[config.mk]
export PLATFORM = sky130hd
export DESIGN_NAME = vec_pc_stack
export DESIGN_NICKNAME = d
export VERILOG_FILES = /design/src/rtl/vpc_pkg.sv /design/src/rtl/vpc_edge_det.sv /design/src/rtl/vpc_ret_stack.sv /design/src/rtl/vpc_addr_reg.sv /design/src/rtl/vec_pc_stack.sv
export SDC_FILE = /design/constraint.sdc
export NUM_CORES = 1
export LEC_CHECK = 0
export ABC_AREA = 1
export BUFFER_PORTS_ARGS = -buffer_cell sky130_fd_sc_hd__buf_4
export CORE_AREA = 2 2 89 91
export CTS_CLUSTER_DIAMETER = 40
export DETAILED_ROUTE_END_ITERATION = 8
export DIE_AREA = 0 0 91 93
export GPL_TIMING_DRIVEN = 0
export HOLD_SLACK_MARGIN = 0.02
export SYNTH_ARGS = -nofsm -noshare
export SYNTH_HDL_FRONTEND = slang
export SYNTH_SLANG_ARGS = --single-unit
[constraint.sdc]
create_clock -name clk -period 2.3 [get_ports clk]
set_input_delay 0.345 -clock clk [delete_from_list [all_inputs] [get_ports clk]]
set_output_delay 0.345 -clock clk [all_outputs]
set_load 0.01 [all_outputs]
[src/rtl/vpc_pkg.sv]
// Shared definitions for the vector program counter.
// Assumes a 2-bit operation code driven by the surrounding sequencer.
package vpc_pkg;
    typedef enum logic [1:0] {
        OP_CLEAR  = 2'b00,
        OP_JUMP   = 2'b01,
        OP_CALL   = 2'b10,
        OP_RETURN = 2'b11
    } vpc_op_e;
endpackage

[src/rtl/vpc_edge_det.sv]
// Single-edge detector for a slow control line sampled by clk.
// RISING=1 flags 0->1 transitions, RISING=0 flags 1->0 transitions.
// Assumes the line is already synchronous to clk; the flag lasts one clock.
module vpc_edge_det #(
    parameter bit RISING = 1'b1
) (
    input  logic clk,
    input  logic rst_n,
    input  logic sig_i,
    output logic edge_o
);
    localparam logic IDLE = RISING ? 1'b0 : 1'b1;

    logic sig_q;

    // Remember last sampled level; reset to the idle level so reset adds no edge.
    always_ff @(posedge clk) begin
        if (!rst_n) sig_q <= IDLE;
        else        sig_q <= sig_i;
    end

    generate
        if (RISING) begin : g_rise
            assign edge_o = sig_i & ~sig_q;
        end else begin : g_fall
            assign edge_o = ~sig_i & sig_q;
        end
    endgenerate
endmodule

[src/rtl/vpc_ret_stack.sv]
// Return-address stack: DEPTH slots of AW bits and a PTR_W-bit pointer.
// The pointer wraps modulo DEPTH. Codes at or above DEPTH are illegal states,
// reachable only through reset with PWRUP_PTR. A push from an illegal state
// stores nothing and moves to 0; a pop from one moves to DEPTH-1.
// Slots have no reset. rd_data shows the slot a pop would read.
module vpc_ret_stack #(
    parameter int AW        = 14,
    parameter int DEPTH     = 3,
    parameter int PTR_W     = 2,
    parameter int PWRUP_PTR = 3
) (
    input  logic          clk,
    input  logic          rst_n,
    input  logic          clear,
    input  logic          push,
    input  logic          pop,
    input  logic [AW-1:0] wr_data,
    output logic [AW-1:0] rd_data
);
    localparam logic [PTR_W-1:0] LAST = PTR_W'(DEPTH - 1);
    localparam logic [PTR_W-1:0] INIT = PTR_W'(PWRUP_PTR);

    logic [PTR_W-1:0] ptr_q;
    logic [PTR_W-1:0] ptr_up;
    logic [PTR_W-1:0] ptr_dn;
    logic [AW-1:0]    slot_q [DEPTH];

    // Next pointer for a push: wrap from the last legal slot or any illegal code.
    always_comb begin
        if (ptr_q >= LAST) ptr_up = '0;
        else               ptr_up = ptr_q + 1'b1;
    end

    // Next pointer for a pop: wrap from 0, and leave illegal codes for the top slot.
    always_comb begin
        if (ptr_q == '0 || ptr_q > LAST) ptr_dn = LAST;
        else                             ptr_dn = ptr_q - 1'b1;
    end

    // Pointer register: power-up code on reset, then clear/push/pop.
    always_ff @(posedge clk) begin
        if (!rst_n)    ptr_q <= INIT;
        else if (clear) ptr_q <= '0;
        else if (push)  ptr_q <= ptr_up;
        else if (pop)   ptr_q <= ptr_dn;
    end

    // One storage row per slot, written only on a push that points at it.
    generate
        for (genvar i = 0; i < DEPTH; i++) begin : g_slot
            always_ff @(posedge clk) begin
                if (push && !clear && ptr_q == PTR_W'(i)) slot_q[i] <= wr_data;
            end
        end
    endgenerate

    // Read port feeds the program counter during a pop.
    always_comb begin
        rd_data = slot_q[ptr_dn];
    end

    // a push from the last legal slot or an illegal code lands on 0.
    a_r8_push_wrap: assert property (@(posedge clk) disable iff (!rst_n)
        (push && !clear && ptr_q >= LAST) |=> (ptr_q == '0));

    // once legal, the pointer never returns to an illegal code.
    a_r8_stay_legal: assert property (@(posedge clk) disable iff (!rst_n)
        (ptr_q <= LAST) |=> (ptr_q <= LAST));

    // with no stack operation the pointer holds.
    a_r9_ptr_idle: assert property (@(posedge clk) disable iff (!rst_n)
        (!push && !pop && !clear) |=> $stable(ptr_q));
endmodule

[src/rtl/vpc_addr_reg.sv]
// Program-counter register with fixed priority.
// Order: clear, jump, call, return, bit-0 commit, increment.
// A jump loads bits AW-1:1 only; bit 0 waits for the commit strobe.
// Assumes at most one of clear/jump/call/ret is high in a cycle.
module vpc_addr_reg #(
    parameter int AW = 14
) (
    input  logic          clk,
    input  logic          rst_n,
    input  logic          clear,
    input  logic          jump,
    input  logic          call,
    input  logic          ret,
    input  logic          commit,
    input  logic          inc,
    input  logic [AW-1:0] target,
    input  logic          bit0_val,
    input  logic [AW-1:0] pop_data,
    output logic [AW-1:0] pc
);
    logic [AW-1:0] pc_q;
    logic [AW-1:0] pc_d;

    // Select the next counter value by priority.
    always_comb begin
        pc_d = pc_q;
        if (clear)       pc_d = '0;
        else if (jump)   pc_d = {target[AW-1:1], pc_q[0]};
        else if (call)   pc_d = target;
        else if (ret)    pc_d = pop_data;
        else if (commit) pc_d = {pc_q[AW-1:1], bit0_val};
        else if (inc)    pc_d = pc_q + 1'b1;
    end

    // Counter register.
    always_ff @(posedge clk) begin
        if (!rst_n) pc_q <= '0;
        else        pc_q <= pc_d;
    end

    assign pc = pc_q;

    // a clear leaves the counter at zero.
    a_r2_clear_zero: assert property (@(posedge clk) disable iff (!rst_n)
        clear |=> (pc_q == '0));

    // a jump keeps the previous bit 0 and takes the upper target bits.
    a_r4_jump_split: assert property (@(posedge clk) disable iff (!rst_n)
        (jump && !clear) |=> (pc_q[0] == $past(pc_q[0]) &&
                              pc_q[AW-1:1] == $past(target[AW-1:1])));

    // with no request of any kind the counter holds.
    a_r3_hold: assert property (@(posedge clk) disable iff (!rst_n)
        (!clear && !jump && !call && !ret && !commit && !inc) |=> $stable(pc_q));
endmodule

[src/rtl/vec_pc_stack.sv]
// Top level: display-list program counter with a three-level return stack.
// Strobe and timing clock are sampled by clk and edge-detected. Bit 0 of a
// jump waits for a tclk rise while the strobe is held. Increment runs each
// clock while inc_inhibit is low and no strobe is held.
// Assumes all inputs are synchronous to clk.
module vec_pc_stack #(
    parameter int ADDR_W    = 14,
    parameter int DEPTH     = 3,
    parameter int PWRUP_PTR = 3
) (
    input  logic              clk,
    input  logic              rst_n,
    input  logic              op_en,
    input  logic [1:0]        op_code,
    input  logic              strobe_n,
    input  logic              tclk,
    input  logic              inc_inhibit,
    input  logic [ADDR_W-1:0] target,
    output logic [ADDR_W-1:0] addr_out
);
    import vpc_pkg::*;

    localparam int PTR_W = (DEPTH < 2) ? 1 : $clog2(DEPTH + 1);

    vpc_op_e          op;
    logic             strb_fall;
    logic             tclk_rise;
    logic             evt;
    logic             do_clear;
    logic             do_jump;
    logic             do_call;
    logic             do_ret;
    logic             do_commit;
    logic             do_inc;
    logic             bit0_pend_q;
    logic [ADDR_W-1:0] pop_data;

    vpc_edge_det #(.RISING(1'b0)) u_strb_edge (
        .clk(clk), .rst_n(rst_n), .sig_i(strobe_n), .edge_o(strb_fall)
    );

    vpc_edge_det #(.RISING(1'b1)) u_tclk_edge (
        .clk(clk), .rst_n(rst_n), .sig_i(tclk), .edge_o(tclk_rise)
    );

    // Decode one operation per qualified strobe fall.
    always_comb begin
        op        = vpc_op_e'(op_code);
        evt       = strb_fall & op_en;
        do_clear  = evt && (op == OP_CLEAR);
        do_jump   = evt && (op == OP_JUMP);
        do_call   = evt && (op == OP_CALL);
        do_ret    = evt && (op == OP_RETURN);
        do_commit = bit0_pend_q & tclk_rise & ~strobe_n;
        do_inc    = ~inc_inhibit & strobe_n;
    end

    // Track a jump whose bit 0 is still waiting for the timing clock.
    always_ff @(posedge clk) begin
        if (!rst_n)                     bit0_pend_q <= 1'b0;
        else if (do_jump)               bit0_pend_q <= 1'b1;
        else if (strobe_n || do_commit) bit0_pend_q <= 1'b0;
    end

    vpc_ret_stack #(
        .AW(ADDR_W), .DEPTH(DEPTH), .PTR_W(PTR_W), .PWRUP_PTR(PWRUP_PTR)
    ) u_stack (
        .clk(clk), .rst_n(rst_n), .clear(do_clear), .push(do_call),
        .pop(do_ret), .wr_data(addr_out), .rd_data(pop_data)
    );

    vpc_addr_reg #(.AW(ADDR_W)) u_pc (
        .clk(clk), .rst_n(rst_n), .clear(do_clear), .jump(do_jump),
        .call(do_call), .ret(do_ret), .commit(do_commit), .inc(do_inc),
        .target(target), .bit0_val(target[0]), .pop_data(pop_data),
        .pc(addr_out)
    );

    // a disabled strobe fall with increment blocked leaves the address alone.
    a_r9_disabled_strobe: assert property (@(posedge clk) disable iff (!rst_n)
        (strb_fall && !op_en && inc_inhibit) |=> $stable(addr_out));

    // a strobe that stays low, with no tclk rise, never changes the address again.
    a_r10_single_apply: assert property (@(posedge clk) disable iff (!rst_n)
        (!strobe_n && !strb_fall && !tclk_rise) |=> $stable(addr_out));

    // a released strobe cancels any pending bit-0 commit.
    a_r5_cancel: assert property (@(posedge clk) disable iff (!rst_n)
        (strobe_n && !strb_fall) |=> !bit0_pend_q);
endmodule

Word level (Yosys, flattened, before mapping) --
Memory sizes are Yosys's and may differ from the RTL's. Cells that the tools add are included.
Cells by class: add/sub/neg operators 3, magnitude comparators 2, equality and inequality tests 6, muxes and demuxes 24, bitwise logic cells 11, reductions and logical operators 22
Operators with widths (number):
- 14-bit 2-to-1 mux | 7
- 14-bit OR reduction | 2
- 14-bit by 1-bit adder with 14-bit output, second input constant | 1
- 2-bit 2-to-1 mux | 7
- 1-bit 2-to-1 mux | 10
- 1-bit logical AND | 8
- 4-bit nonzero test | 2
- 1-bit AND | 6
- 2-bit == test, second input constant | 3
- 1-bit inverter | 5
- 2-bit by 1-bit == test with 1-bit output, second input constant | 2
- 2-bit zero test | 2
- 4-bit by 3-bit inequality test with 1-bit output, second input constant | 1
- 2-bit AND reduction | 2
- 3-bit nonzero test | 1
- 2-bit by 1-bit adder with 2-bit output, second input constant | 1
- 2-bit greater-or-equal comparator, second input constant | 1
- 2-bit > comparator, second input constant | 1
- 1-bit logical OR | 2
- 2-bit nonzero test | 1
- 2-bit OR reduction | 1
- 2-bit by 1-bit subtractor with 2-bit output, second input constant | 1
- 1-bit zero test | 1
Word-level totals: register bits after elaboration 19, bits in writable memories 42, input port bits 22, memories kept 1
Memories:
- u_stack.slot_q | depth 3, width 14, read ports 1, clocked after Yosys merged registers in 0, write ports 1, RTL line vpc_ret_stack.sv:26 | logic [AW-1:0] slot_q [DEPTH];

Longest topological paths before layout --
depth after elaboration 12, gate-level depth with buffers 10, mapped depth without buffers 10

Cells and area by module --
From an unflattened synthesis, not the netlist that was laid out.
Second synthesis, totals: cells, all modules 368, area total of the unflattened synthesis 3143.0 um^2
By module, submodules not included:
- vpc_ret_stack | instances 1, cells each 140, area each 1790.5 um^2
- vpc_addr_reg | instances 1, cells each 199, area each 1177.4 um^2
- vec_pc_stack | instances 1, cells each 19, area each 102.6 um^2
- vpc_edge_det at u_tclk_edge | instances 1, cells each 5, area each 37.5 um^2
- vpc_edge_det at u_strb_edge | instances 1, cells each 5, area each 35.0 um^2

Worst setup path after synthesis --
OpenSTA, ideal clock, no wires.
path type in2reg, start input port strobe_n, end memory u_stack.slot_q[0][0], enable pin, setup time 385 ps, data arrival time 1516 ps, required time 1915 ps, setup slack 400 ps, stages 5, path through inv_2 nand3_1 nor2_1 inv_1 nor2_1
On the way: cells in the longest elaborated chain, start to end 12
RTL lines:
- start: declaration | RTL line vec_pc_stack.sv:15 | input logic strobe_n,
- 1-bit inverter (*) | RTL line vpc_edge_det.sv:26 | assign edge_o = ~sig_i & sig_q;
- 1-bit AND (*) | RTL line vpc_edge_det.sv:26
- 1-bit AND (*) | RTL line vec_pc_stack.sv:49 | evt = strb_fall & op_en;
- 1-bit logical AND | RTL line vec_pc_stack.sv:50 | do_clear = evt && (op == OP_CLEAR);
- 1-bit zero test | RTL line vpc_ret_stack.sv:52 | if (push && !clear && ptr_q == PTR_W'(i)) slot_q[i] <= wr_data;
- 1-bit logical AND (*) | RTL line vpc_ret_stack.sv:52
- 1-bit logical AND | RTL line vpc_ret_stack.sv:52
- 1-bit 2-to-1 mux | RTL line vpc_ret_stack.sv:52
- 1-bit 2-to-1 mux (not written as such) | RTL line vpc_ret_stack.sv:52
- 14-bit OR reduction (no line)
- 2-bit 2-to-1 mux (no line) or 1-bit 2-to-1 mux (tied branches) (2 in series)
- end: declaration | RTL line vpc_ret_stack.sv:26
Every way passes the cells marked *; elsewhere a longest branch is shown, timed or not.

Final worst setup path --
start register u_stack.ptr_q[0], end register u_pc.pc_q[7] (netlist: u_pc.pc[7])
On the way: cells in the longest elaborated chain, start to end 7
RTL lines:
- start: declaration | RTL line vpc_ret_stack.sv:23 | logic [PTR_W-1:0] ptr_q;
- start signal: assignment | RTL line vpc_ret_stack.sv:44 | else if (push) ptr_q <= ptr_up;
- start signal: assignment | RTL line vpc_ret_stack.sv:45 | else if (pop) ptr_q <= ptr_dn;
- 2-bit > comparator or 2-bit zero test (tied branches) | RTL line vpc_ret_stack.sv:36 | if (ptr_q == '0 || ptr_q > LAST) ptr_dn = LAST;
- 1-bit logical OR | RTL line vpc_ret_stack.sv:36
- 2-bit 2-to-1 mux (*) | RTL line vpc_ret_stack.sv:36
- memory read 3 x 14 bit (*)
- 14-bit 2-to-1 mux (*) | RTL line vpc_addr_reg.sv:30 | else if (ret) pc_d = pop_data;
- 14-bit 2-to-1 mux (*) | RTL line vpc_addr_reg.sv:29 | else if (call) pc_d = target;
- 14-bit 2-to-1 mux (*) | RTL line vpc_addr_reg.sv:28 | else if (jump) pc_d = {target[AW-1:1], pc_q[0]};
- end signal: assignment | RTL line vpc_addr_reg.sv:38 | else pc_q <= pc_d;
- end: declaration | RTL line vpc_addr_reg.sv:21 | logic [AW-1:0] pc_q;
Marked as above. A chain may end at the register's enable or synchronous reset.

==> flow_metrics.env <==
export IMPL_grt_pass1_vias=2429
export IMPL_grt_pass1_wl_um=12100
export IMPL_core_area_um2=7530
export IMPL_antenna_found_initial=0
export IMPL_nFillCells=760
export IMPL_slew_limit_headroom_pct=46.8
export IMPL_ys_warn_count=0
export IMPL_area_delta_synth_final_pct=19.7
export IMPL_netlist_area_um2=2960
export IMPL_cts_hold_buf=0
export IMPL_r2r_slack_ns=0.26
export IMPL_max_slew_worst_pin_slew_ns=0.797
export IMPL_holdPathEnd="u_strb_edge.sig_q"
export IMPL_drive_above_1_share_pct=17.7
export IMPL_ys_types=28
export IMPL_syn_inst=339
export IMPL_finish_utilization_pct=47.0
export IMPL_dpl_hpwl_um=5200
export IMPL_hold_path_cell_count=2
export IMPL_setup_viol=0
export IMPL_place_area_um2=3350
export IMPL_multi_input_area_um2=1170
export IMPL_rsz0062_at_grt="no"
export IMPL_die_y_um=93
export IMPL_port_buffer_count=35
export IMPL_diodes=0
export IMPL_critPathCaptureType="flop"
export IMPL_worstHoldStart="rst_n"
export IMPL_cp_startpoint="u_stack.ptr_q[0]"
export IMPL_first_pass_iters=4
export IMPL_synth_area_per_cell_um2=8.72
export IMPL_vdd_ir_drop_max_mv=0.254
export IMPL_layout_common_cells="nand2_1 (81), edfxtp_1 (42), o21ai_0 (41)"
export IMPL_r2r_start="u_stack.ptr_q[0]"
export IMPL_slew_violations=0
export IMPL_die_area_um2=8460
export IMPL_min_period_over_period_pct=88.5
export IMPL_start_util_pct=39.3
export IMPL_min_path_type="in -> reg"
export IMPL_cts_sinks=61
export IMPL_synth_flop_cell="edfxtp_1"
export IMPL_std_cell_rows=32
export IMPL_cts_buffer_depth=2
export IMPL_dr_first_iter_drc_count=148
export IMPL_nets=412
export IMPL_cts_setup_buffers=0
export IMPL_ys_seq_area_share_pct=55.5
export IMPL_synth_async_reset_ratio_pct=0
export IMPL_ys_ff_latch=61
export IMPL_numCtsBuffers=9
export IMPL_drc=0
export IMPL_finalHoldViolCount=0
export IMPL_leakagePower_nw=1.39
export IMPL_required_ns=2.57
export IMPL_final_area_um2=3540
export IMPL_final_setup_skew_ns=0.00897
export IMPL_power_total_mw=2.50
export IMPL_start_kind="flop"
export IMPL_vias=2467
export IMPL_root_buffer="clkbuf_8"
export IMPL_wl_per_cell_um=14.9
export IMPL_cts_clk_slew_worst_paths_ns=0.07
export IMPL_cap_violations=0
export IMPL_ant_nets=0
export IMPL_hold_ws_ns=0.190
export IMPL_critPathMaxFanout=10
export IMPL_crit_type="reg -> reg"
export IMPL_mostFrequentLayoutCell="nand2_1"
export IMPL_htreeDepth=3
export IMPL_status="complete, no violations"
export IMPL_ios=36
export IMPL_ff_latch_area_um2=1640
export IMPL_place_gp_congestion=0.857
export IMPL_postSynthNetCount=367
export IMPL_fmaxAchievable_mhz=491
export IMPL_track_usage_pct=18.4
export IMPL_powerDensity_nw_per_um2=706
export IMPL_r2r_end="u_pc.pc[7]"
export IMPL_insertion_delay_ns=0.34
export IMPL_r2r_worst_path_cells=10
export IMPL_viasPerCell=5.02
export IMPL_drt_total_wl_um=7320
export IMPL_grt_max_degree=15
export IMPL_globalRouteOverflowTotal=0
export IMPL_synth_edf_count=42
export IMPL_arrival_ns=2.31
export IMPL_fp_dieW_um=91
export IMPL_min_period_ns=2.04
export IMPL_cts_tree="built"
export IMPL_fin_tns_setup_ns=0
critical path, cell delays in order, from the launching register on:
cell	delay (ns)
dfxtp_1	0.35
inv_1	0.10
ha_1	0.27
inv_1	0.19
buf_2	0.29
nor2_1	0.06
o21ai_0	0.31
nand2_1	0.10
o21ai_0	0.09
nand2_1	0.08
a21oi_1	0.13
worst max path at each step:
stage	endpoint	slack [ns]	cells after the start
after floorplan	u_stack.slot_q[0][0]	0.40	5
after global placement	u_stack.slot_q[2][10]	-0.27	6
after detailed placement	u_stack.slot_q[2][8]	-0.26	6
after CTS	u_pc.pc[7]	0.13	9
after global routing	u_pc.pc[7]	0.02	10
final	u_pc.pc[7]	0.26	10
state kept, by name (all words and copies together), names as in the netlist:
| signal | count |
|---|---|
| u_strb_edge.sig_q | 1 |
| u_stack.slot_q | 42 |
| u_pc.pc | 14 |
| u_tclk_edge.sig_q | 1 |
| bit0_pend_q | 1 |
| u_stack.ptr_q | 2 |
synth_stat cells, types with 2 or more instances:
library cell	n	area [µm²]
dfxtp_1	19	380
ha_1	6	75.1
o21ai_1	6	30.0
nand3_1	16	80.1
edfxtp_1	42	1260
xnor2_1	2	17.5
inv_2	3	11.3
o21bai_1	3	22.5
nor2_1	41	154
o21ai_0	41	205
nand2_2	2	12.5
inv_1	23	86.3
buf_2	2	10.0
clkbuf_1	4	15.0
or2_2	3	18.8
a21oi_1	33	165
o211ai_1	2	15.0
nand2_1	81	304
what timing repair did:
action,in CTS,in global routing
endpoints found under the setup margin,14,7
cloned,0,0
gates resized for setup,2,2
area by class of cell:
class	instances	area share, %
sequential	61	46.4
clock buffer	9	3.50
tap	102	3.61
timing repair buffer	35	7.42
inverter	27	2.93
clock inverter	7	1.87
multi-input combinational	242	33.0
buffer	8	1.27
per-layer routing:
layer / GRT usage (%) / up-vias / wire, µm
met5: 0 / - / 0
met3: 3.95 / 8 / 366
li1: - / 1236 / -
met2: 28.3 / 67 / 3380
met4: 7.70 / 0 / 104
met1: 25.3 / 1156 / 3470
where the power goes:
group	switching (mW)	internal (mW)	leakage [nW]
registers	0.0609	1.21	0.551
clock network	0.437	0.492	0.0887
logic	0.177	0.125	0.753
total	0.675	1.83	1.39
metrics by stage:
| stage | instances | setup slack [ns] |
|---|---|---|
| floorplan | 339 | 0.400 |
| global placement | 476 | -0.274 |
| detailed placement | 476 | -0.262 |
| CTS | 492 | 0.133 |
| global route | 491 | 0.0158 |
| finish | 491 | 0.264 |
cell families (layout without fill, tap and decap cells):
family | Yosys count | in the layout | share of synthesized area [%]
flip-flops | 61 | 61 | 55.5
XOR/XNOR | 3 | 3 | 0.889
adder cells (fa/ha/maj) | 6 | 6 | 2.54
AO/OA/AOI/OAI | 89 | 89 | 16.1
buffers and inverters | 36 | 86 | 5.12
AND/OR/NAND/NOR | 144 | 144 | 19.8
Note: power is estimated with default switching activity, not from simulation.
